$ cat src/rtl/rbb_pkg.sv
package rbb_pkg;

  localparam logic [7:0] OPC_NULL   = 8'h00;
  localparam logic [7:0] OPC_RD     = 8'h01;
  localparam logic [7:0] OPC_SYSRD  = 8'h02;
  localparam logic [7:0] OPC_WR     = 8'h10;
  localparam logic [7:0] OPC_SYSWR  = 8'h20;
  localparam logic [7:0] OPC_IRQCLR = 8'h40;
  localparam logic [7:0] OPC_FLAGS  = 8'h80;

  localparam logic [7:0] ERC_NONE   = 8'h00;
  localparam logic [7:0] ERC_NULL   = 8'h01;
  localparam logic [7:0] ERC_UNDEF  = 8'h02;

  typedef enum logic [2:0] {
    ST_IDLE   = 3'd0,
    ST_WDATA  = 3'd1,
    ST_ACCESS = 3'd2,
    ST_RSTAT  = 3'd3,
    ST_RDATA  = 3'd4
  } st_e;

  typedef enum logic [1:0] {
    K_READ  = 2'd0,
    K_WRITE = 2'd1,
    K_LOCAL = 2'd2,
    K_ERROR = 2'd3
  } kind_e;

endpackage

$ cat src/rtl/rbb_cmd_decode.sv
module rbb_cmd_decode
  import rbb_pkg::*;
(
  input  logic [7:0] opcode,
  output kind_e      kind,
  output logic [7:0] err_code,
  output logic       is_flags,
  output logic       is_irqclr
);

  always_comb begin
    kind      = K_ERROR;
    err_code  = ERC_UNDEF;
    is_flags  = 1'b0;
    is_irqclr = 1'b0;
    case (opcode)
      OPC_RD, OPC_SYSRD: begin
        kind     = K_READ;
        err_code = ERC_NONE;
      end
      OPC_WR, OPC_SYSWR: begin
        kind     = K_WRITE;
        err_code = ERC_NONE;
      end
      OPC_FLAGS: begin
        kind     = K_LOCAL;
        err_code = ERC_NONE;
        is_flags = 1'b1;
      end
      OPC_IRQCLR: begin
        kind      = K_LOCAL;
        err_code  = ERC_NONE;
        is_irqclr = 1'b1;
      end
      OPC_NULL: begin
        kind     = K_ERROR;
        err_code = ERC_NULL;
      end
      default: begin
        kind     = K_ERROR;
        err_code = ERC_UNDEF;
      end
    endcase
  end

endmodule

$ cat src/rtl/rbb_reg_port.sv
module rbb_reg_port #(
  parameter int AW = 24,
  parameter int DW = 32
) (
  input  logic          clk,
  input  logic          rst_n,
  input  logic          start,
  input  logic          start_we,
  input  logic [AW-1:0] start_addr,
  input  logic [DW-1:0] start_wdata,
  output logic          done,
  output logic          reg_req,
  output logic          reg_we,
  output logic [AW-1:0] reg_addr,
  output logic [DW-1:0] reg_wdata,
  input  logic          reg_ack
);

  logic          req_q, req_n;
  logic          we_q;
  logic [AW-1:0] addr_q;
  logic [DW-1:0] wdata_q;

  always_comb begin
    req_n = req_q;
    if (start)
      req_n = 1'b1;
    else if (req_q && reg_ack)
      req_n = 1'b0;
  end

  always_ff @(posedge clk or negedge rst_n) begin
    if (!rst_n) begin
      req_q <= 1'b0;
    end else begin
      req_q <= req_n;
    end
  end

  always_ff @(posedge clk or negedge rst_n) begin
    if (!rst_n) begin
      we_q    <= 1'b0;
      addr_q  <= '0;
      wdata_q <= '0;
    end else if (start) begin
      we_q    <= start_we;
      addr_q  <= start_addr;
      wdata_q <= start_wdata;
    end
  end

  assign done      = req_q & reg_ack;
  assign reg_req   = req_q;
  assign reg_we    = we_q;
  assign reg_addr  = addr_q;
  assign reg_wdata = wdata_q;

endmodule

$ cat src/rtl/rbb_resp_mux.sv
module rbb_resp_mux #(
  parameter int DW = 32
) (
  input  logic          sel_xfer,
  input  logic          sel_ready,
  input  logic          ready,
  input  logic          show_status,
  input  logic          show_data,
  input  logic [DW-1:0] status_word,
  input  logic [DW-1:0] data_word,
  output logic [DW-1:0] rdata
);

  always_comb begin
    rdata = '0;
    if (sel_ready) begin
      rdata[0] = ready;
    end else if (sel_xfer) begin
      if (show_status)
        rdata = status_word;
      else if (show_data)
        rdata = data_word;
    end
  end

endmodule

$ cat src/rtl/rbb_bridge.sv
module rbb_bridge
  import rbb_pkg::*;
#(
  parameter int                  HADDR_W     = 12,
  parameter logic [HADDR_W-1:0]  XFER_OFS    = 12'h600,
  parameter logic [HADDR_W-1:0]  READY_OFS   = 12'h060,
  parameter int                  RADDR_W     = 24,
  parameter int                  SYNC_STAGES = 2
) (
  input  logic               clk,
  input  logic               rst_n,
  input  logic [HADDR_W-1:0] host_addr,
  input  logic               host_we,
  input  logic               host_re,
  input  logic [31:0]        host_wdata,
  output logic [31:0]        host_rdata,
  input  logic               irq_set,
  output logic               reg_req,
  output logic               reg_we,
  output logic [RADDR_W-1:0] reg_addr,
  output logic [31:0]        reg_wdata,
  input  logic               reg_ack,
  input  logic [31:0]        reg_rdata
);

  localparam int DW    = 32;
  localparam int OP_W  = DW - RADDR_W;
  localparam int ERR_W = 8;
  localparam int PAD_W = DW - OP_W - 1 - ERR_W;

  // reset: asynchronous assert, synchronous release
  logic [SYNC_STAGES-1:0] rsync_q;
  logic                   rst_s_n;

  always_ff @(posedge clk or negedge rst_n) begin
    if (!rst_n) begin
      rsync_q <= '0;
    end else begin
      rsync_q <= {rsync_q[SYNC_STAGES-2:0], 1'b1};
    end
  end

  assign rst_s_n = rsync_q[SYNC_STAGES-1];

  // host decode
  logic xfer_wr, xfer_rd, ready_rd;
  assign xfer_wr  = host_we && (host_addr == XFER_OFS);
  assign xfer_rd  = host_re && !host_we && (host_addr == XFER_OFS);
  assign ready_rd = host_re && !host_we && (host_addr == READY_OFS);

  logic [OP_W-1:0]    cmd_op;
  logic [RADDR_W-1:0] cmd_addr;
  assign cmd_op   = host_wdata[DW-1:RADDR_W];
  assign cmd_addr = host_wdata[RADDR_W-1:0];

  kind_e            dec_kind;
  logic [ERR_W-1:0] dec_err;
  logic             dec_flags, dec_irqclr;

  rbb_cmd_decode u_dec (
    .opcode   (cmd_op),
    .kind     (dec_kind),
    .err_code (dec_err),
    .is_flags (dec_flags),
    .is_irqclr(dec_irqclr)
  );

  // transaction state
  st_e                state_q, st_n;
  logic [OP_W-1:0]    op_q, op_n;
  logic [RADDR_W-1:0] addr_q, addr_n;
  logic [DW-1:0]      data_q, data_n;
  logic [ERR_W-1:0]   err_q, err_n;
  logic               two_q, two_n;
  logic               ovr_q, ovr_n;
  logic               irq_q, irq_n;

  logic               start, start_we, acc_done;
  logic [RADDR_W-1:0] start_addr;
  logic [DW-1:0]      flag_word;
  logic               ready;

  assign flag_word = {{(DW-2){1'b0}}, ovr_q, irq_q};
  assign ready     = (state_q == ST_RSTAT) || (state_q == ST_RDATA);

  always_comb begin
    st_n       = state_q;
    op_n       = op_q;
    addr_n     = addr_q;
    data_n     = data_q;
    err_n      = err_q;
    two_n      = two_q;
    ovr_n      = ovr_q;
    irq_n      = irq_q | irq_set;
    start      = 1'b0;
    start_we   = 1'b0;
    start_addr = addr_q;
    case (state_q)
      ST_IDLE: begin
        if (xfer_wr) begin
          op_n   = cmd_op;
          addr_n = cmd_addr;
          err_n  = dec_err;
          case (dec_kind)
            K_READ: begin
              start      = 1'b1;
              start_addr = cmd_addr;
              two_n      = 1'b1;
              st_n       = ST_ACCESS;
            end
            K_WRITE: begin
              two_n = 1'b0;
              st_n  = ST_WDATA;
            end
            K_LOCAL: begin
              two_n  = 1'b1;
              data_n = dec_flags ? flag_word : '0;
              if (dec_irqclr)
                irq_n = irq_set;
              st_n   = ST_RSTAT;
            end
            default: begin
              two_n  = 1'b0;
              data_n = '0;
              st_n   = ST_RSTAT;
            end
          endcase
        end
      end
      ST_WDATA: begin
        if (xfer_wr) begin
          start    = 1'b1;
          start_we = 1'b1;
          st_n     = ST_ACCESS;
        end
      end
      ST_ACCESS: begin
        if (xfer_wr)
          ovr_n = 1'b1;
        if (acc_done) begin
          if (two_q)
            data_n = reg_rdata;
          st_n = ST_RSTAT;
        end
      end
      ST_RSTAT: begin
        if (xfer_wr) begin
          ovr_n = 1'b1;
        end else if (xfer_rd) begin
          ovr_n = 1'b0;
          st_n  = two_q ? ST_RDATA : ST_IDLE;
        end
      end
      ST_RDATA: begin
        if (xfer_wr)
          ovr_n = 1'b1;
        else if (xfer_rd)
          st_n = ST_IDLE;
      end
      default: st_n = ST_IDLE;
    endcase
  end

  always_ff @(posedge clk or negedge rst_s_n) begin
    if (!rst_s_n) begin
      state_q <= ST_IDLE;
      op_q    <= '0;
      addr_q  <= '0;
      data_q  <= '0;
      err_q   <= '0;
      two_q   <= 1'b0;
      ovr_q   <= 1'b0;
      irq_q   <= 1'b0;
    end else begin
      state_q <= st_n;
      op_q    <= op_n;
      addr_q  <= addr_n;
      data_q  <= data_n;
      err_q   <= err_n;
      two_q   <= two_n;
      ovr_q   <= ovr_n;
      irq_q   <= irq_n;
    end
  end

  rbb_reg_port #(
    .AW(RADDR_W),
    .DW(DW)
  ) u_port (
    .clk        (clk),
    .rst_n      (rst_s_n),
    .start      (start),
    .start_we   (start_we),
    .start_addr (start_addr),
    .start_wdata(host_wdata),
    .done       (acc_done),
    .reg_req    (reg_req),
    .reg_we     (reg_we),
    .reg_addr   (reg_addr),
    .reg_wdata  (reg_wdata),
    .reg_ack    (reg_ack)
  );

  logic [DW-1:0] status_word;
  assign status_word = {op_q, {PAD_W{1'b0}}, ovr_q, err_q};

  rbb_resp_mux #(
    .DW(DW)
  ) u_mux (
    .sel_xfer   (xfer_rd),
    .sel_ready  (ready_rd),
    .ready      (ready),
    .show_status(state_q == ST_RSTAT),
    .show_data  (state_q == ST_RDATA),
    .status_word(status_word),
    .data_word  (data_q),
    .rdata      (host_rdata)
  );

endmodule

$ cat config.mk
export PLATFORM = sky130hd
export DESIGN_NAME = rbb_bridge
export DESIGN_NICKNAME = d
export VERILOG_FILES = /design/src/rtl/rbb_pkg.sv /design/src/rtl/rbb_cmd_decode.sv /design/src/rtl/rbb_reg_port.sv /design/src/rtl/rbb_resp_mux.sv /design/src/rtl/rbb_bridge.sv
export SDC_FILE = /design/constraint.sdc
export NUM_CORES = 1
export LEC_CHECK = 0
export BUFFER_PORTS_ARGS = -buffer_cell sky130_fd_sc_hd__buf_2
export CORE_ASPECT_RATIO = 2
export CORE_MARGIN = 3
export CORE_UTILIZATION = 52
export CTS_CLUSTER_DIAMETER = 120
export DETAILED_ROUTE_END_ITERATION = 6
export PLACE_DENSITY = 0.79
export SYNTH_ARGS = -nofsm -noshare
export SYNTH_HDL_FRONTEND = slang
export SYNTH_SLANG_ARGS = --single-unit
export TNS_END_PERCENT = 10
$ cat constraint.sdc
create_clock -name clk -period 4.5 [get_ports clk]
set_input_delay 0.45 -clock clk [delete_from_list [all_inputs] [get_ports clk]]
set_output_delay 0.45 -clock clk [all_outputs]
set_load 0.02 [all_outputs]
# Word level (Yosys, flattened, before mapping)
# Index checks and enable logic that the tools add are counted.
[op_classes] eq_ne=25 muxes=44 n_bitwise=2 reduce_logical=24
[op_table] operator="32-bit 2-to-1 mux" n=6
[op_table] operator="32-bit one-hot mux with 2 select lines" n=2
[op_table] operator="24-bit 2-to-1 mux" n=3
[op_table] operator="31-bit 2-to-1 mux" n=1
[op_table] operator="3-bit 2-to-1 mux" n=8
[op_table] operator="1-bit 2-to-1 mux" n=17
[op_table] operator="3-bit one-hot mux with 5 select lines" n=1
[op_table] operator="2-bit inequality test, second input constant" n=7
[op_table] operator="12-bit by 11-bit == test with 1-bit output, second input constant" n=1
[op_table] operator="12-bit by 7-bit == test with 1-bit output, second input constant" n=1
[op_table] operator="2-bit OR reduction" n=6
[op_table] operator="8-bit by 1-bit == test with 1-bit output, second input constant" n=1
[op_table] operator="8-bit by 2-bit == test with 1-bit output, second input constant" n=1
[op_table] operator="8-bit by 5-bit == test with 1-bit output, second input constant" n=1
[op_table] operator="8-bit by 6-bit == test with 1-bit output, second input constant" n=1
[op_table] operator="8-bit by 7-bit == test with 1-bit output, second input constant" n=1
[op_table] operator="8-bit == test, second input constant" n=1
[op_table] operator="8-bit zero test" n=1
[op_table] operator="2-bit one-hot mux with 2 select lines" n=2
[op_table] operator="7-bit AND reduction" n=1
[op_table] operator="3-bit by 2-bit == test with 1-bit output, second input constant" n=2
[op_table] operator="2-bit by 1-bit inequality test with 1-bit output, second input constant" n=3
[op_table] operator="2-bit one-hot mux with 3 select lines" n=1
[op_table] operator="2-bit nonzero test" n=3
[op_table] operator="18 further kinds" n=23
[totals] register_bits=138 in_bits=82 out_inout_bits=90 word_cells=108

# Longest topological paths before layout
# Gate-level depths: netlist (run 1).
[depth] depth_word=8 depth_mapped=8 depth_no_buf=5

# Modules after synthesis
# Synthesis (run 1) repeated with hierarchy kept, for this count alone.
[unflattened] cells_unflattened=677 area_unflattened_um2=6945.4
[modules_own_cells] module="rbb_bridge" instances=1 cells_per_inst=411 area_per_inst_um2=3881.2 seq_area_each_um2=2001.9
[modules_own_cells] module="rbb_reg_port" instances=1 cells_per_inst=124 area_per_inst_um2=2230.9 seq_area_each_um2=1451.4
[modules_own_cells] module="rbb_resp_mux" instances=1 cells_per_inst=111 area_per_inst_um2=624.3 seq_area_each_um2=0.0
[modules_own_cells] module="rbb_cmd_decode" instances=1 cells_per_inst=31 area_per_inst_um2=209.0 seq_area_each_um2=0.0

# Worst setup path before layout (run 1)
# OpenSTA, ideal clock, no wires.
[synth_timing] kind="input to output" startpoint="input port host_addr[4]" endpoint="output port host_rdata[10]" arrival_time_ps=1834 required_ps=4050 slack_ps=2216 stages=5 path_buffers=1 cell_sequence="nor4_4 and3b_1 nand3_1 clkbuf_1 nor3_1"
[synth_between] elab_chain_len=4 word_cells_on_any_way=6 classes_between="2 x eq/ne; 2 x mux; 2 x reduce/logical"
[synth_rtl] item="start, declared" line="rbb_bridge.sv:12" text="input logic [HADDR_W-1:0] host_addr,"
[synth_rtl] item="12-bit by 11-bit == test with 1-bit output" line="rbb_bridge.sv:48" text="assign xfer_rd = host_re && !host_we && (host_addr == XFER_OFS);"
[synth_rtl] item="1-bit logical AND" line="rbb_bridge.sv:48"
[synth_rtl] item="32-bit 2-to-1 mux" line="rbb_resp_mux.sv:18" text="end else if (sel_xfer) begin"
[synth_rtl] item="31-bit 2-to-1 mux (*)" line="rbb_resp_mux.sv:16" text="if (sel_ready) begin"
[synth_rtl] item="end, declared" line="rbb_bridge.sv:16" text="output logic [31:0] host_rdata,"
# Every way passes the cells marked *; elsewhere a longest branch is shown, timed or not.

# Worst setup path in the final report (run 1)
[layout_timing] startpoint="register state_q[1]" endpoint="output port host_rdata[28]"
[layout_between] elab_chain_len=5 word_cells_on_any_way=6 classes_between="2 x eq/ne; 4 x mux"
[layout_rtl] item="start, declared" line="rbb_bridge.sv:69" text="st_e state_q, st_n;"
[layout_rtl] item="start signal, assigned" line="rbb_bridge.sv:175" text="state_q <= st_n;"
[layout_rtl] item="3-bit == test" line="rbb_bridge.sv:214" text=".show_data (state_q == ST_RDATA),"
[layout_rtl] item="32-bit 2-to-1 mux" line="rbb_resp_mux.sv:21" text="else if (show_data)"
[layout_rtl] item="32-bit 2-to-1 mux (*)" line="rbb_resp_mux.sv:19" text="if (show_status)"
[layout_rtl] item="32-bit 2-to-1 mux (*)" line="rbb_resp_mux.sv:18"
[layout_rtl] item="31-bit 2-to-1 mux (*)" line="rbb_resp_mux.sv:16"
# Marks and branches as above.

==> results of run 1 <==
==> report_power, final <==
group / total (W) / switching [W] / internal (W)
Clock: 0.00140 / 0.000525 / 0.000870
Sequential: 0.00120 / 0.0000111 / 0.00119
Combinational: 0.0000759 / 0.0000430 / 0.0000328
==> layout by cell type (no fill, tap or decap), types with 4 or more instances in the layout <==
master	instances
a21oi_1	30
a22oi_1	10
buf_2	171
buf_4	10
clkbuf_16	17
clkinv_4	4
dfrtp_1	131
inv_1	33
inv_6	4
mux2_1	34
mux2i_1	54
nand2_1	139
nand3_1	4
nor2_1	41
nor3_1	26
o21ai_0	5
==> metrics by stage <==
step | total power [W] | utilization, % | cells | cell area [um^2] | hold WS, ps
after floorplan | 0.00124 | - | 580 | 5940 | 154
after global placement | 0.00129 | 62.5 | 867 | 6890 | 235
after detailed placement | 0.00130 | 62.5 | 867 | 6890 | 240
after CTS | 0.00269 | 68.2 | 900 | 7510 | 220
after global routing | 0.00276 | 68.2 | 900 | 7510 | 228
final | 0.00267 | 68.2 | 900 | 7510 | 233
==> path summary, 6_finish.rpt <==
| kind | to | from | depth (start not counted) |
|---|---|---|---|
| max | host_rdata[28] | state_q[1] | 4 |
| min | irq_q | irq_set | 2 |
| max reg2reg | u_port.reg_wdata[29] | state_q[1] | 7 |
| min reg2reg | rsync_q[1] | rsync_q[0] | 0 |
| max in group asynchronous | data_q[8] | rsync_q[1] | 1 |
| min in group asynchronous | rsync_q[1] | rst_n | 2 |
==> sequential cells by signal (all words and copies together) (netlist names), 2 cells and up <==
name,cells
data_q,32
u_port.reg_addr,24
rsync_q,2
op_q,8
err_q,2
addr_q,24
state_q,3
u_port.reg_wdata,32
==> cells in the mapped netlist (4+ instances only) <==
library cell  instances  area share [%]
mux2_1               34             6.4
nor2_1               42             2.7
o21ai_0               5            0.42
clkbuf_1             23             1.5
a22oi_1              10             1.3
inv_1                33             2.1
dfrtp_1             132              56
nor3_1               26             2.2
nand3_1               4            0.34
a21oi_1              30             2.5
mux2i_1              54             9.1
buf_4                 7            0.89
nand2_1             139             8.8
==> worst max-delay path: cells and delay by family (launching register included) <==
family / cells / cell delay [ps]
simple gates: 2 / 1150
flops: 1 / 530
compound gates: 1 / 260
buf+inv: 1 / 180
==> area by class of cell <==
cell class | count | area share [%]
multi-input cells | 380 | 31.2
clock inverters | 12 | 1.93
flip-flops and latches | 132 | 44.0
repair buffers | 182 | 12.5
well taps | 140 | 2.33
inverters | 34 | 1.70
clock buffers | 20 | 6.22
==> metal layers <==
layer / vias to the layer above / wire length [um] / track usage [%]
li1: 2264 / - / -
met1: 2278 / 5190 / 25.8
met2: 186 / 8100 / 43.5
met3: 13 / 947 / 6.47
met4: 0 / 144 / 6.93
met5: - / 0 / 0
==> what timing repair did <==
action / 4_1_cts / 5_1_grt
hold buffers: 1 / 0
hold endpoints to repair: 2 / 0
gates resized for setup: 0 / 0
==> cells by family after synthesis <==
group / synth area share [%]
muxes: 15.6
AOI/OAI and AO/OA: 6.15
other: 0.0632
buffers and inverters: 5.14
DFF: 55.6
and+or+nand+nor: 17.0
xor gates and xnor gates: 0.443
==> out/metrics.cfg, run 1 <==
[run_status]
status=completed

[clocking]
clk_latency_ps=410
cts.sinks=132
clock_path_buffers=2
h-tree-depth=4
cts_inserted_buffers=17
root_buffer=clkbuf_16
cts.reportedPaths.clkPinSlew_ps=60
cts_setup_buffers=0
cts_tree=done

[floorplanning]
fp.dieW_um=81.6
core.rowCount=54
die_h_um=157
coreArea_mm2=0.0110
dieArea_mm2=0.0128
start_util_pct=53.9
io_pins=172

[power]
leakage_nw=4.40
ir_drop_uv=347
powerDensity_mw_per_mm2=356

[timing]
slew_headroom_pct=20.7
finClkSkew_ps=7.93
hold_violations=0
max_freq_ghz=0.335
rsz0062_at_grt=no
fin_ws_ps=1520
drv_slew=0
finalSetupTns_ps=0
post-route-min-period_ps=2980
tightest_slew_ps=1180
finalSetupViolCount=0
fin_crit_sh_pct=66.3

[global_routing]
grt_remaining_overflow=0
grt_pass1_wl_mm=23.4
grt_use_total_pct=23.7
grt_max_degree=66
grt_pass1_vias=4853
antenna_found_initial=0

[yosys]
ys_types=39
synth_seq_area_share_pct=55.6
synth-async-reset-ratio_pct=100
ys.flop_type=dfrtp_1
synth_seq_cells=132
synth_nets=662
avgSynthCellArea_um2=10.2
syn_inst=580
synth_area_mm2=0.00594
synth-edff-count=0
yosysWarnings=0

[worst_setup_path]
slowest_delay_ps=1000
end_kind=output port
start_kind=flop
worst_path_max_delay_cell=nor3_1
cp.arrival_ps=2530
worstPathRequired_ps=4050
cp_max_fo=12
r2r_slack_ps=1970
crit_chain=nor3_1 > a22oi_1 > nor2_1 > buf_2
crit_type=flop to output port

[final_layout]
seqCellArea_mm2=0.00331
diodes=0
multiInputGateArea_mm2=0.00234
nets=829
fillers=830
drive_above_1_share_pct=29.3
area_growth_pct=26.4

[job]
maxCapViolations=0

[placed_design]
hpwl_mm=10.4
gp_congestion=0.796
post-place-ws_ps=1660
io_buffers=171

[route]
vias=4741
ant_nets=0
routed_wl_mm=14.4
drtIter0Drc=210
wire_per_inst_um=16.0
via_per_inst=5.27
drc_errors=0
dr.pass1.iters=5

[hold_path]
hold_path_class=primary input to flop

Power figures use the tool's default switching activity.
==> run 2: changes to the inputs <==
==> constraint.sdc (replaced) <==
create_clock -name clk -period 2.8 [get_ports clk]
set_input_delay 0.28 -clock clk [delete_from_list [all_inputs] [get_ports clk]]
set_output_delay 0.28 -clock clk [all_outputs]
set_load 0.02 [all_outputs]
==> run 2 against run 1 <==
Against the previous run:
- routed wire length rose by 6.3%
- non-clock buffer count rose by 4
- first-iteration DRC count rose by 30%
- count of clock-buffer cells in the layout did not move
- design area rose by 0.72%
- total power rose by 63%
- sequential power rose by 61%
- sequential share of layout area fell by 0.31 points
- combinational power rose by 66%
- largest cell class unchanged
==> out/metrics.cfg, run 2 (synthesized netlist as in run 1, its figures left out) <==
[global_routing]
grt_pass1_vias=5135  ; +5.8%
grt_pass1_wl_mm=24.5  ; +4.7%
grt_max_degree=67  ; +1.5%
grt_use_total_pct=25.1  ; +1.4 points
antenna_found_initial=1  ; +1
grt_remaining_overflow=0  ; unchanged

[route]
ant_nets=0  ; unchanged
met1Wirelength_mm=5.22  ; +0.64%
via_per_inst=5.40  ; +2.5%
wl_met3_um=904  ; -4.5%
dr.pass1.iters=5  ; unchanged
route.met2.wl_mm=8.64  ; +6.8%
routed_wl_mm=15.3  ; +6.3%
vias=4885  ; +3.0%
drc_errors=0  ; unchanged
wire_per_inst_um=16.9  ; +5.7%
drtIter0Drc=274  ; +30%
topRoutingLayerUsed=met4

[power]
pwr-share-comb_pct=2.9  ; about the same
leakage_nw=4.43  ; +0.63%
ir_drop_uv=472  ; +36%
p_sw_share_pct=21.0  ; -0.65 points
p_sw_w=0.000914  ; +58%
powerDensity_mw_per_mm2=575  ; +62%
p_int_w=0.00343  ; +64%
seq_power_share_pct=44.4  ; -0.5 points
clkPwrFrac_pct=52.7  ; +0.5 points
finalPower_w=0.00435  ; +63%

[clocking]
cts.sinks=132  ; unchanged
h-tree-depth=4  ; unchanged
ctsHoldBuffers=1  ; unchanged
clk_latency_ps=420  ; about the same
cts_tree=done
cts_resized=0  ; unchanged
cts.reportedPaths.clkPinSlew_ps=50  ; about the same
root_buffer=clkbuf_16
clock_path_buffers=2  ; unchanged
cts_setup_buffers=0  ; unchanged
cts_inserted_buffers=17  ; unchanged

[timing]
finClkSkew_ps=7.66  ; -0.279 ps
slew_headroom_pct=42.6  ; +22 points
rsz0062_at_grt=no
hold_violations=0  ; unchanged
fin_crit_sh_pct=80.2
post-route-min-period_ps=2250
finalSetupViolCount=0  ; unchanged
fin_hold_ws_ps=63.0  ; -170 ps
tightest_slew_ps=861  ; -320 ps
drv_slew=0  ; unchanged
fin_ws_ps=554  ; -961 ps
finalSetupTns_ps=0  ; unchanged
max_freq_ghz=0.445

[placed_design]
gp_congestion=0.786  ; -1.2%
post-place-ws_ps=298  ; -1360 ps
hpwl_mm=10.8  ; +4.3%
io_buffers=171  ; unchanged

[hold_path]
hold_path_class=primary input to flop

[worst_setup_path]
cp.arrival_ps=1970  ; -560 ps
worstPathRequired_ps=2520  ; -1530 ps
cp_max_fo=12  ; unchanged
end_kind=output port
start_kind=flop
crit_type=flop to output port

[final_layout]
mostFrequentLayoutCells=buf_2, nand2_1, dfrtp_1
fillers=834  ; +0.48%
area_growth_pct=27.4
drive_above_1_share_pct=29.7  ; +0.37 points
nets=833  ; +0.48%
final_common_cell=buf_2

[run_status]
status=completed

[floorplanning]
start_util_pct=53.9  ; unchanged
fp.dieW_um=81.6  ; unchanged
coreArea_mm2=0.0110  ; unchanged
core.rowCount=54  ; unchanged
dieArea_mm2=0.0128  ; unchanged
io_pins=172  ; unchanged
die_h_um=157  ; unchanged

[job]
maxCapViolations=0  ; unchanged

-- run 2: power by group through the flow --
| stage | sequential (W) | clock [W] | combinational [W] |
|---|---|---|---|
| 6_report | 0.00193 | 0.00229 | 0.000126 |
| 5_1_grt | 0.00193 | 0.00242 | 0.000139 |
| 4_1_cts | 0.00193 | 0.00233 | 0.000126 |
| 3_5_place_dp | 0.00196 | 0 | 0.000124 |
| 3_3_place_gp | 0.00196 | 0 | 0.000121 |
| 2_1_floorplan | 0.00197 | 0 | 0.0000186 |
-- run 2: worst paths after layout --
check                      startpoint  slack (ps)        endpoint  cells after the start
hold reg to reg            rsync_q[0]         360      rsync_q[1]                      0
min in group asynchronous       rst_n         180      rsync_q[1]                      2
setup reg to reg           state_q[1]         670       data_q[7]                      5
hold / removal                irq_set          60           irq_q                      2
max in group asynchronous  rsync_q[1]        1540       data_q[3]                      1
setup / recovery           state_q[1]         550  host_rdata[26]                      6
-- run 2: layout make-up --
type	count	area (um^2)	share of cell area, %
clock buffer	20	467	6.17
timing repair buffer	186	983	13.0
multi-input combinational	380	2340	31.0
antenna	1	2.50	0.0331
clock inverter	12	154	2.04
tap	140	175	2.32
sequential	132	3310	43.7
inverter	34	128	1.69
-- run 2: metrics by stage --
stage                     instance area (um^2)  cells  util (%)
final                                     7560    905      68.7
after global routing                      7560    905      68.7
after CTS                                 7560    904      68.6
after detailed placement                  6930    871      62.9
after global placement                    6930    871      62.9
after floorplan                           5940    580         -
-- run 2: worst max-delay path, cell delays in order (launching register included) --
cell     delay, ps
dfrtp_1        610
nand2_1        180
nor2_1         140
buf_4          200
a22oi_1         80
nor2_1         150
buf_2          190
-- run 2: layer usage --
metal | vias to the layer above | track usage [%]
met5 | - | 0
met1 | 2389 | 25.3
met2 | 183 | 45.9
li1 | 2270 | -
met4 | 0 | 12.2
met3 | 43 | 6.87
